[config.mk]
export PLATFORM = sky130hd
export DESIGN_NAME = rn_credit_limiter
export DESIGN_NICKNAME = d
export VERILOG_FILES = /design/src/rtl/rncl_pkg.sv /design/src/rtl/rncl_credit_store.sv /design/src/rtl/rncl_inflight.sv /design/src/rtl/rncl_pick.sv /design/src/rtl/rncl_thread.sv /design/src/rtl/rn_credit_limiter.sv
export SDC_FILE = /design/constraint.sdc
export NUM_CORES = 1
export LEC_CHECK = 0
export ABC_CLOCK_PERIOD_IN_PS = 21900
export BUFFER_PORTS_ARGS = -buffer_cell sky130_fd_sc_hd__buf_2
export CAP_MARGIN = 20
export CORE_MARGIN = 1.5
export CORE_UTILIZATION = 40
export DETAILED_ROUTE_END_ITERATION = 6
export PLACE_DENSITY = 0.55
export SYNTH_ARGS = -nofsm -noshare
export SYNTH_HDL_FRONTEND = slang
export SYNTH_SLANG_ARGS = --single-unit
[constraint.sdc]
create_clock -name clk -period 21.9 [get_ports clk]
set_clock_uncertainty 0.2 [all_clocks]
set_input_delay 4.38 -clock clk [delete_from_list [all_inputs] [get_ports clk]]
set_output_delay 4.38 -clock clk [all_outputs]
set_load 0.02 [all_outputs]
[src/rtl/rncl_pkg.sv]
`timescale 1ns/1ps
// Shared types for the rename credit limiter.
package rncl_pkg;
    // Limiting structure code; encoding is visible at the top ports.
    typedef enum logic [1:0] {
        SRC_ROB = 2'd0,
        SRC_IQ  = 2'd1,
        SRC_LSQ = 2'd2
    } lim_src_e;
endpackage

[src/rtl/rncl_credit_store.sv]
`timescale 1ns/1ps
// Holds one structure's last reported free count for one thread.
// Assumes: a report is only trusted when its valid bit is set.
module rncl_credit_store #(
    parameter int CNT_W = 6
) (
    input  logic             clk,
    input  logic             rst_n,
    input  logic             rpt_vld,
    input  logic [CNT_W-1:0] rpt_cnt,
    output logic [CNT_W-1:0] cnt_q
);
    // Capture a valid report; hold otherwise.
    always_ff @(posedge clk) begin
        if (!rst_n)
            cnt_q <= '0;
        else if (rpt_vld)
            cnt_q <= rpt_cnt;
    end
endmodule

[src/rtl/rncl_inflight.sv]
`timescale 1ns/1ps
// Counts instructions renamed but not yet dispatched for one thread.
// Assumes: dispatch never exceeds the count; the floor at 0 is a guard.
module rncl_inflight #(
    parameter int LANE_W = 4,
    parameter int IFL_W  = 7
) (
    input  logic              clk,
    input  logic              rst_n,
    input  logic [LANE_W-1:0] renamed,
    input  logic [LANE_W-1:0] disp_all,
    output logic [IFL_W-1:0]  cnt_q
);
    localparam int SUM_W = IFL_W + 1;

    logic [SUM_W-1:0] grown;
    logic [SUM_W-1:0] drop;
    logic [IFL_W-1:0] cnt_d;

    // Add renamed, remove dispatched, floor at zero.
    always_comb begin
        grown = {1'b0, cnt_q} + {{(SUM_W-LANE_W){1'b0}}, renamed};
        drop  = {{(SUM_W-LANE_W){1'b0}}, disp_all};
        if (grown < drop)
            cnt_d = '0;
        else
            cnt_d = IFL_W'(grown - drop);
    end

    // Register the updated in-flight count.
    always_ff @(posedge clk) begin
        if (!rst_n)
            cnt_q <= '0;
        else
            cnt_q <= cnt_d;
    end
endmodule

[src/rtl/rncl_pick.sv]
`timescale 1ns/1ps
// Estimates free space of the three structures, picks the tightest
// and turns it into a rename limit and block request. Purely combinational.
// Assumes: LANE_W < CNT_W + 2 so every lane count fits the signed width.
module rncl_pick
    import rncl_pkg::*;
#(
    parameter int CNT_W  = 6,
    parameter int LANE_W = 4,
    parameter int IFL_W  = 7
) (
    input  logic [CNT_W-1:0]  rob_cnt,
    input  logic [CNT_W-1:0]  iq_cnt,
    input  logic [CNT_W-1:0]  lsq_cnt,
    input  logic [IFL_W-1:0]  inflight,
    input  logic [LANE_W-1:0] disp_all,
    input  logic [LANE_W-1:0] disp_mem,
    input  logic [LANE_W-1:0] avail,
    output logic [LANE_W-1:0] limit,
    output logic              block,
    output lim_src_e          src
);
    localparam int FREE_W = (IFL_W > CNT_W ? IFL_W : CNT_W) + 2;

    logic signed [FREE_W-1:0] inflt_s, dall_s, dmem_s, avail_s;
    logic signed [FREE_W-1:0] rob_free, iq_free, lsq_free, min_free;

    // Extend every count to one signed width.
    always_comb begin
        inflt_s = $signed({{(FREE_W-IFL_W){1'b0}}, inflight});
        dall_s  = $signed({{(FREE_W-LANE_W){1'b0}}, disp_all});
        dmem_s  = $signed({{(FREE_W-LANE_W){1'b0}}, disp_mem});
        avail_s = $signed({{(FREE_W-LANE_W){1'b0}}, avail});
    end

    // Free space estimates; the load/store queue uses its own dispatch count.
    always_comb begin
        rob_free = $signed({{(FREE_W-CNT_W){1'b0}}, rob_cnt}) - (inflt_s - dall_s);
        iq_free  = $signed({{(FREE_W-CNT_W){1'b0}}, iq_cnt})  - (inflt_s - dall_s);
        lsq_free = $signed({{(FREE_W-CNT_W){1'b0}}, lsq_cnt}) - (inflt_s - dmem_s);
    end

    // Minimum with strict-less replacement, reorder buffer by default.
    always_comb begin
        min_free = rob_free;
        src      = SRC_ROB;
        if (iq_free < min_free) begin
            min_free = iq_free;
            src      = SRC_IQ;
        end
        if (lsq_free < min_free) begin
            min_free = lsq_free;
            src      = SRC_LSQ;
        end
    end

    // Clamp the available count against the tightest structure.
    always_comb begin
        if (min_free <= 0) begin
            limit = '0;
            block = 1'b1;
        end else if (min_free < avail_s) begin
            limit = min_free[LANE_W-1:0];
            block = 1'b1;
        end else begin
            limit = avail;
            block = 1'b0;
        end
    end
endmodule

[src/rtl/rncl_thread.sv]
`timescale 1ns/1ps
// All per-thread state and logic: three report stores, the empty flag,
// the in-flight counter and the limit picker.
module rncl_thread
    import rncl_pkg::*;
#(
    parameter int CNT_W  = 6,
    parameter int LANE_W = 4,
    parameter int IFL_W  = 7
) (
    input  logic              clk,
    input  logic              rst_n,
    input  logic              rob_vld,
    input  logic [CNT_W-1:0]  rob_cnt,
    input  logic              rob_empty,
    input  logic              iq_vld,
    input  logic [CNT_W-1:0]  iq_cnt,
    input  logic              lsq_vld,
    input  logic [CNT_W-1:0]  lsq_cnt,
    input  logic [LANE_W-1:0] disp_all,
    input  logic [LANE_W-1:0] disp_mem,
    input  logic [LANE_W-1:0] avail,
    input  logic [LANE_W-1:0] renamed,
    output logic [LANE_W-1:0] limit,
    output logic              block,
    output logic [1:0]        src,
    output logic              empty_q,
    output logic [IFL_W-1:0]  inflight
);
    logic [CNT_W-1:0] rob_q, iq_q, lsq_q;
    lim_src_e         src_e;

    rncl_credit_store #(.CNT_W(CNT_W)) u_rob (
        .clk(clk), .rst_n(rst_n), .rpt_vld(rob_vld), .rpt_cnt(rob_cnt), .cnt_q(rob_q));
    rncl_credit_store #(.CNT_W(CNT_W)) u_iq (
        .clk(clk), .rst_n(rst_n), .rpt_vld(iq_vld), .rpt_cnt(iq_cnt), .cnt_q(iq_q));
    rncl_credit_store #(.CNT_W(CNT_W)) u_lsq (
        .clk(clk), .rst_n(rst_n), .rpt_vld(lsq_vld), .rpt_cnt(lsq_cnt), .cnt_q(lsq_q));

    // Latch the empty flag alongside a valid reorder-buffer report.
    always_ff @(posedge clk) begin
        if (!rst_n)
            empty_q <= 1'b1;
        else if (rob_vld)
            empty_q <= rob_empty;
    end

    rncl_inflight #(.LANE_W(LANE_W), .IFL_W(IFL_W)) u_ifl (
        .clk(clk), .rst_n(rst_n), .renamed(renamed), .disp_all(disp_all),
        .cnt_q(inflight));

    rncl_pick #(.CNT_W(CNT_W), .LANE_W(LANE_W), .IFL_W(IFL_W)) u_pick (
        .rob_cnt(rob_q), .iq_cnt(iq_q), .lsq_cnt(lsq_q), .inflight(inflight),
        .disp_all(disp_all), .disp_mem(disp_mem), .avail(avail),
        .limit(limit), .block(block), .src(src_e));

    // Present the code as plain bits.
    always_comb src = src_e;
endmodule

[src/rtl/rn_credit_limiter.sv]
`timescale 1ns/1ps
// Rename credit limiter, top level. One independent slice per thread;
// per-thread fields are packed side by side, thread 0 in the low bits.
// Assumes: renamed <= limit, disp_mem <= disp_all <= in-flight count.
module rn_credit_limiter #(
    parameter int NUM_THR = 2,
    parameter int CNT_W   = 6,
    parameter int LANE_W  = 4
) (
    input  logic                      clk,
    input  logic                      rst_n,
    input  logic [NUM_THR-1:0]        rob_rpt_vld_i,
    input  logic [NUM_THR*CNT_W-1:0]  rob_rpt_cnt_i,
    input  logic [NUM_THR-1:0]        rob_rpt_empty_i,
    input  logic [NUM_THR-1:0]        iq_rpt_vld_i,
    input  logic [NUM_THR*CNT_W-1:0]  iq_rpt_cnt_i,
    input  logic [NUM_THR-1:0]        lsq_rpt_vld_i,
    input  logic [NUM_THR*CNT_W-1:0]  lsq_rpt_cnt_i,
    input  logic [NUM_THR*LANE_W-1:0] disp_all_i,
    input  logic [NUM_THR*LANE_W-1:0] disp_mem_i,
    input  logic [NUM_THR*LANE_W-1:0] avail_i,
    input  logic [NUM_THR*LANE_W-1:0] renamed_i,
    output logic [NUM_THR*LANE_W-1:0] limit_o,
    output logic [NUM_THR-1:0]        block_o,
    output logic [NUM_THR*2-1:0]      src_o,
    output logic [NUM_THR-1:0]        rob_empty_o
);
    localparam int IFL_W = CNT_W + 1;

    logic [NUM_THR*IFL_W-1:0] inflight_q;

    for (genvar t = 0; t < NUM_THR; t++) begin : g_thr
        rncl_thread #(.CNT_W(CNT_W), .LANE_W(LANE_W), .IFL_W(IFL_W)) u_thr (
            .clk      (clk),
            .rst_n    (rst_n),
            .rob_vld  (rob_rpt_vld_i[t]),
            .rob_cnt  (rob_rpt_cnt_i[t*CNT_W +: CNT_W]),
            .rob_empty(rob_rpt_empty_i[t]),
            .iq_vld   (iq_rpt_vld_i[t]),
            .iq_cnt   (iq_rpt_cnt_i[t*CNT_W +: CNT_W]),
            .lsq_vld  (lsq_rpt_vld_i[t]),
            .lsq_cnt  (lsq_rpt_cnt_i[t*CNT_W +: CNT_W]),
            .disp_all (disp_all_i[t*LANE_W +: LANE_W]),
            .disp_mem (disp_mem_i[t*LANE_W +: LANE_W]),
            .avail    (avail_i[t*LANE_W +: LANE_W]),
            .renamed  (renamed_i[t*LANE_W +: LANE_W]),
            .limit    (limit_o[t*LANE_W +: LANE_W]),
            .block    (block_o[t]),
            .src      (src_o[t*2 +: 2]),
            .empty_q  (rob_empty_o[t]),
            .inflight (inflight_q[t*IFL_W +: IFL_W])
        );
    end
endmodule

# == After elaboration in Yosys (flattened, before gate mapping) ==
# Index checks and enable logic that the tools add are counted.
# op_classes
addsub,14
mul,0
n_div,0
magnitude_cmp,10
eq_ne,0
shift,0
n_mux,16
n_bitwise,1
reduce_logical,2
# op_table
op,n
less-than comparator 9 bit,4
2-to-1 mux 9 bit,4
subtractor 7 x 9 -> 9 bit,4
subtractor 7 x 4 -> 8 bit,4
<= comparator 9 x 1 -> 1 bit (second input constant),2
less-than comparator 9 x 5 -> 1 bit,2
subtractor 7 x 8 -> 9 bit,2
adder 7 x 4 -> 8 bit,2
less-than comparator 8 x 4 -> 1 bit,2
2-to-1 mux 4 bit,4
subtractor 7 x 4 -> 7 bit,2
2-to-1 mux 1 bit,6
2-to-1 mux 2 bit,2
OR reduction 2 bit,2
inverter 1 bit,1
# totals
reg_bits,52
latch_bits,0
ramBits,0
romBits,0
input_bits,78
out_inout_bits,16
n_memories,0

# == Longest topological paths before layout ==
# logic_depth
word_depth,9
ltp_mapped,40

# == Cells and area by module ==
# A second synthesis with hierarchy kept.
# unflattened
cells_unflattened,911
area_unflattened_um2,7737.4
# by_module_without_submodules
module,instances,cells_per_inst,area_per_inst_um2,seq_area_each_um2
rncl_pick at g_thr[1].u_thr.u_pick,1,350,2713.9,0.0
rncl_pick at g_thr[0].u_thr.u_pick,1,313,2341.0,0.0
rncl_credit_store,6,19,229.0,120.1
rncl_inflight,2,64,620.6,140.1
rncl_thread,2,3,33.8,20.0

# == Least setup slack after synthesis ==
# No wires, ideal clock.
# synth_path
kind,input to output
startpoint,in disp_all_i[0]
endpoint,out limit_o[1]
arrival_time_ns,12.077
path_slack_ns,5.243
stages,37
n_path_buf,0
path_cell_list,ha_1 > inv_1 > fa_1 > inv_1 > ha_1 > nor2b_1 > o21ai_0 > nand2b_1 > a21o_1 > maj3_1 > maj3_1 > nand2_1 > xor2_1 > ha_1 > o2111ai_2 > o31ai_2 > a21oi_1 > nor2_1 > a21oi_1 > ha_1 > a21o_1 > a21o_1 > a21o_1 > a21o_1 > a21oi_1 > nor2_1 > nor3_1 > nand2_1 > o21ai_4 > mux2i_1 > ha_1 > a21oi_1 > nand2_1 > a211oi_1 > a31oi_1 > or3_4 > a211oi_1
# synth_via
elab_chain_len,9
elab_cells_between_ends,11
classes_between,add/sub: 3; order compare: 4; mux: 4
# synth_rtl
element,line,source
start: declaration,rn_credit_limiter.sv:19,"input logic [NUM_THR*LANE_W-1:0] disp_all_i,"
subtractor 7 x 4 -> 8 bit (*),"rncl_pick.sv:38, rncl_pick.sv:39",
subtractor 7 x 9 -> 9 bit (on tied branches),"rncl_pick.sv:39, rncl_pick.sv:38",
less-than comparator 9 bit,rncl_pick.sv:47,if (iq_free < min_free) begin
2-to-1 mux 9 bit (*),rncl_pick.sv:47,
less-than comparator 9 bit,rncl_pick.sv:51,if (lsq_free < min_free) begin
2-to-1 mux 9 bit (*),rncl_pick.sv:51,
less-than comparator 9 x 5 -> 1 bit,rncl_pick.sv:62,end else if (min_free < avail_s) begin
2-to-1 mux 4 bit,rncl_pick.sv:62,
2-to-1 mux 4 bit (*),rncl_pick.sv:59,if (min_free <= 0) begin
end: declaration,rn_credit_limiter.sv:23,"output logic [NUM_THR*LANE_W-1:0] limit_o,"
# Mark *: on every way between the ends. The rest lies on a longest branch, timed or not.

# == Final worst setup path ==
# layout_path
startpoint,in disp_all_i[4]
endpoint,out limit_o[4]
# Same word-level chain as after synthesis.

==> metrics.md <==
| Metric | Value |
|---|---|
| Status | completed |
| Post-DP HPWL | 12.80 mm |
| CP required | 17.32 ns |
| F_max | 0.05700 GHz |
| Hold WC Path Type | register to register |
| DIE WIDTH | 132.4 um |
| Post-CTS Resized | 0 |
| Post-synth ARST share | 0% |
| Clock sinks | 52 |
| Cell with the most instances after synthesis | ha_1 |
| Vias/cell | 5.000 |
| Synth Net Count | 990 |
| CTS Buffer Depth | 2 |
| Vias in the first global route | 5467 |
| Post-synth top flop | dfxtp_1 |
| Diode count | 0 |
| Routed len/inst | 13.83 um |
| Pre-antenna DRT Iters | 4 |
| Crit share post-route | 80.10% |
| Synthesis-to-finish area growth | 11.47% |
| Maxcap violations | 0 |
| Syn_area_per_cell | 8.348 um^2 |
| Slew HR | 36.22% |
| Nets | 1066 |
| R2r setup slk | 18.84 ns |
| TNS Setup | 0 ns |
| Top-area cell type share of the netlist area | 17.94% |
| Slowest cell delay on critical path | 0.59 ns |
| Initial Utilization | 40.66% |
| EDFF count, synth | 0 |
| Worst Setup Start Kind | input pin |
| Tmin final | 17.54 ns |
| Overall die height | 132.4 um |
| Most frequent cells after synthesis | ha_1 (96), inv_1 (80), a21o_1 (53), mux2i_1 (53) |
| RSZ-0062 raised after global routing | no |
| H-tree Lvls | 2 |
| Routed Antenna Nets | 0 |
| TritonCTS clock tree | built |
| Synth Area in Adders | 23.79% |
| Final setup vio count | 0 |
| Reg clk slew, reported paths | 0.08 ns |
| Largest net degree at the start of global routing | 41 |
| GR Overflow Total | 0 |
| Root Buffer | clkbuf_16 |
| Initial antenna violation count | 0 |
| Synth Area in Simple Gates | 16.13% |
| CP Class | input pin to primary output |
| DR iter-0 viols | 206 |
| Final Hold Viols | 0 |
| Core Area | 16470 um^2 |
| Post-synth top area cell | ha_1 |
| Slew @ Worst Pin | 0.9499 ns |
| Arrival time at the worst endpoint | 12.96 ns |
| Post-synthesis compound-gate area fraction | 19.01% |
| Clock Latency Late Sink | 0.31 ns |
| Max Slew Vio Count | 0 |
| GPL Wtd Cong | 0.8528 |
| Mux cell area share after synthesis | 8.989% |
| Row count | 47 |
| Die area | 17520 um^2 |
| Synth cell types | 65 |
| Number of remaining DRC errors | 0 |
| CP Max Fanout | 9 |
| Synth Area in XOR/XNOR | 10.22% |
| Post-Synthesis Cells | 802 |
| Synthesized flop and latch total | 52 |
| Layout cell share with drive strength beyond 1 | 13.88% |
| Post-CTS setup buffers | 0 |
| Synth top area cells | ha_1 (18%), dfxtp_1 (16%), mux2i_1 (7.9%), xnor2_1 (6.1%), a21o_1 (5.9%) |
| CTS Hold Buffers Added | 0 |
| Drt total wl | 15.20 mm |
| CTS buffer count | 5 |
| Main combinational cell family by area after synthesis | adder cells |
| Yosys warns | 0 |
| Vias | 5495 |
| PortBufs | 93 |
| First-pass GRT wire length | 26.48 mm |
| Nature of the critical path endpoint | primary output |
| Total GRT Usage | 18.47% |
| Synthesized cell area | 6695 um^2 |
| Seq/Total Area, Yosys | 15.55% |
| Io pins | 94 |
| Slowest cell on the critical path | fa_1 |
cell type report:
type,count,area [um^2]
Timing Repair Buffer,93,465.4
Sequential cell,52,1041
Clock buffer,5,125.1
Clock inverter,3,25.02
Tap cell,220,275.3
Multi-Input combinational cell,646,5231
Inverter,80,300.3
Fill cell,1678,9002
per-stage QoR:
step                utilization (%)  setup WS (ns)  area (um^2)  hold slack, ns  instances
floorplan                         -          5.243         6695          0.2429        802
global placement              44.41          4.401         7313          0.2496       1091
detailed placement            44.41          4.368         7313          0.2578       1091
CTS                           45.33          4.348         7463          0.2786       1099
global route                  45.33          3.491         7463          0.3041       1099
finish                        45.33          4.357         7463          0.2716       1099
state kept, by name (all words and copies together) (netlist names):
register                 count
g_thr.u_thr.empty_q          2
g_thr.u_thr.u_lsq.cnt_q     12
g_thr.u_thr.u_ifl.cnt_q     14
g_thr.u_thr.u_iq.cnt_q      12
g_thr.u_thr.u_rob.cnt_q     12
routing by layer:
layer  routed length (um)  part of all wire, %  global-route usage (%)  up-vias
li1                     -                    -                       -     2962
met3                  469                  3.1                   2.845        9
met2                 6576                   43                   29.76       81
met1                 8029                   53                   26.27     2443
met5                    0                    0                       0        -
met4                  125                 0.82                   3.419        0
worst max-delay path: cells and delay by family:
family / cells / cell delay, ns
simple gates: 9 / 1.64
compound gates: 15 / 3.08
mux: 2 / 0.66
fa+ha+maj: 8 / 2.63
buf+inv: 5 / 0.58
cell families (layout without fill, tap and decap cells):
logic type	count (synthesis)	count (layout)
muxes	59	59
buffers and inverters	104	181
adders and majority gates	121	121
AOI/OAI and AO/OA	188	188
xor gates and xnor gates	75	75
and+or+nand+nor	203	203
DFF	52	52
cell usage in the layout (no fill, tap or decap), drive strengths merged, types with 6 or more instances in the layout:
master	netlist	routed
inv	80	82
nor2b	52	52
nor2	47	47
mux2i	53	53
fa	14	14
nand2b	20	20
dfxtp	52	52
and2	8	8
ha	96	96
xnor2	47	47
a21o	53	53
o21ai	37	37
o211ai	6	6
nand3	10	10
buf	9	93
nand2	29	29
nor3	8	8
mux2	6	6
o21a	6	6
maj3	11	11
a31oi	7	7
a211oi	9	9
a21oi	46	46
xor2	26	26
path summary, 6_finish.rpt:
check | startpoint | endpoint | depth (start not counted)
worst max-delay path | disp_all_i[4] | limit_o[4] | 39
worst min-delay path | g_thr[0].u_thr.empty_q | g_thr[0].u_thr.empty_q | 2
worst max register to register | g_thr[0].u_thr.u_ifl.cnt_q[1] | g_thr[0].u_thr.u_ifl.cnt_q[6] | 9
worst min register to register | g_thr[0].u_thr.empty_q | g_thr[0].u_thr.empty_q | 2
Power is left out: the tool's default activity adds up to more than one toggle a clock period on the data nets, which glitch-free logic cannot reach.
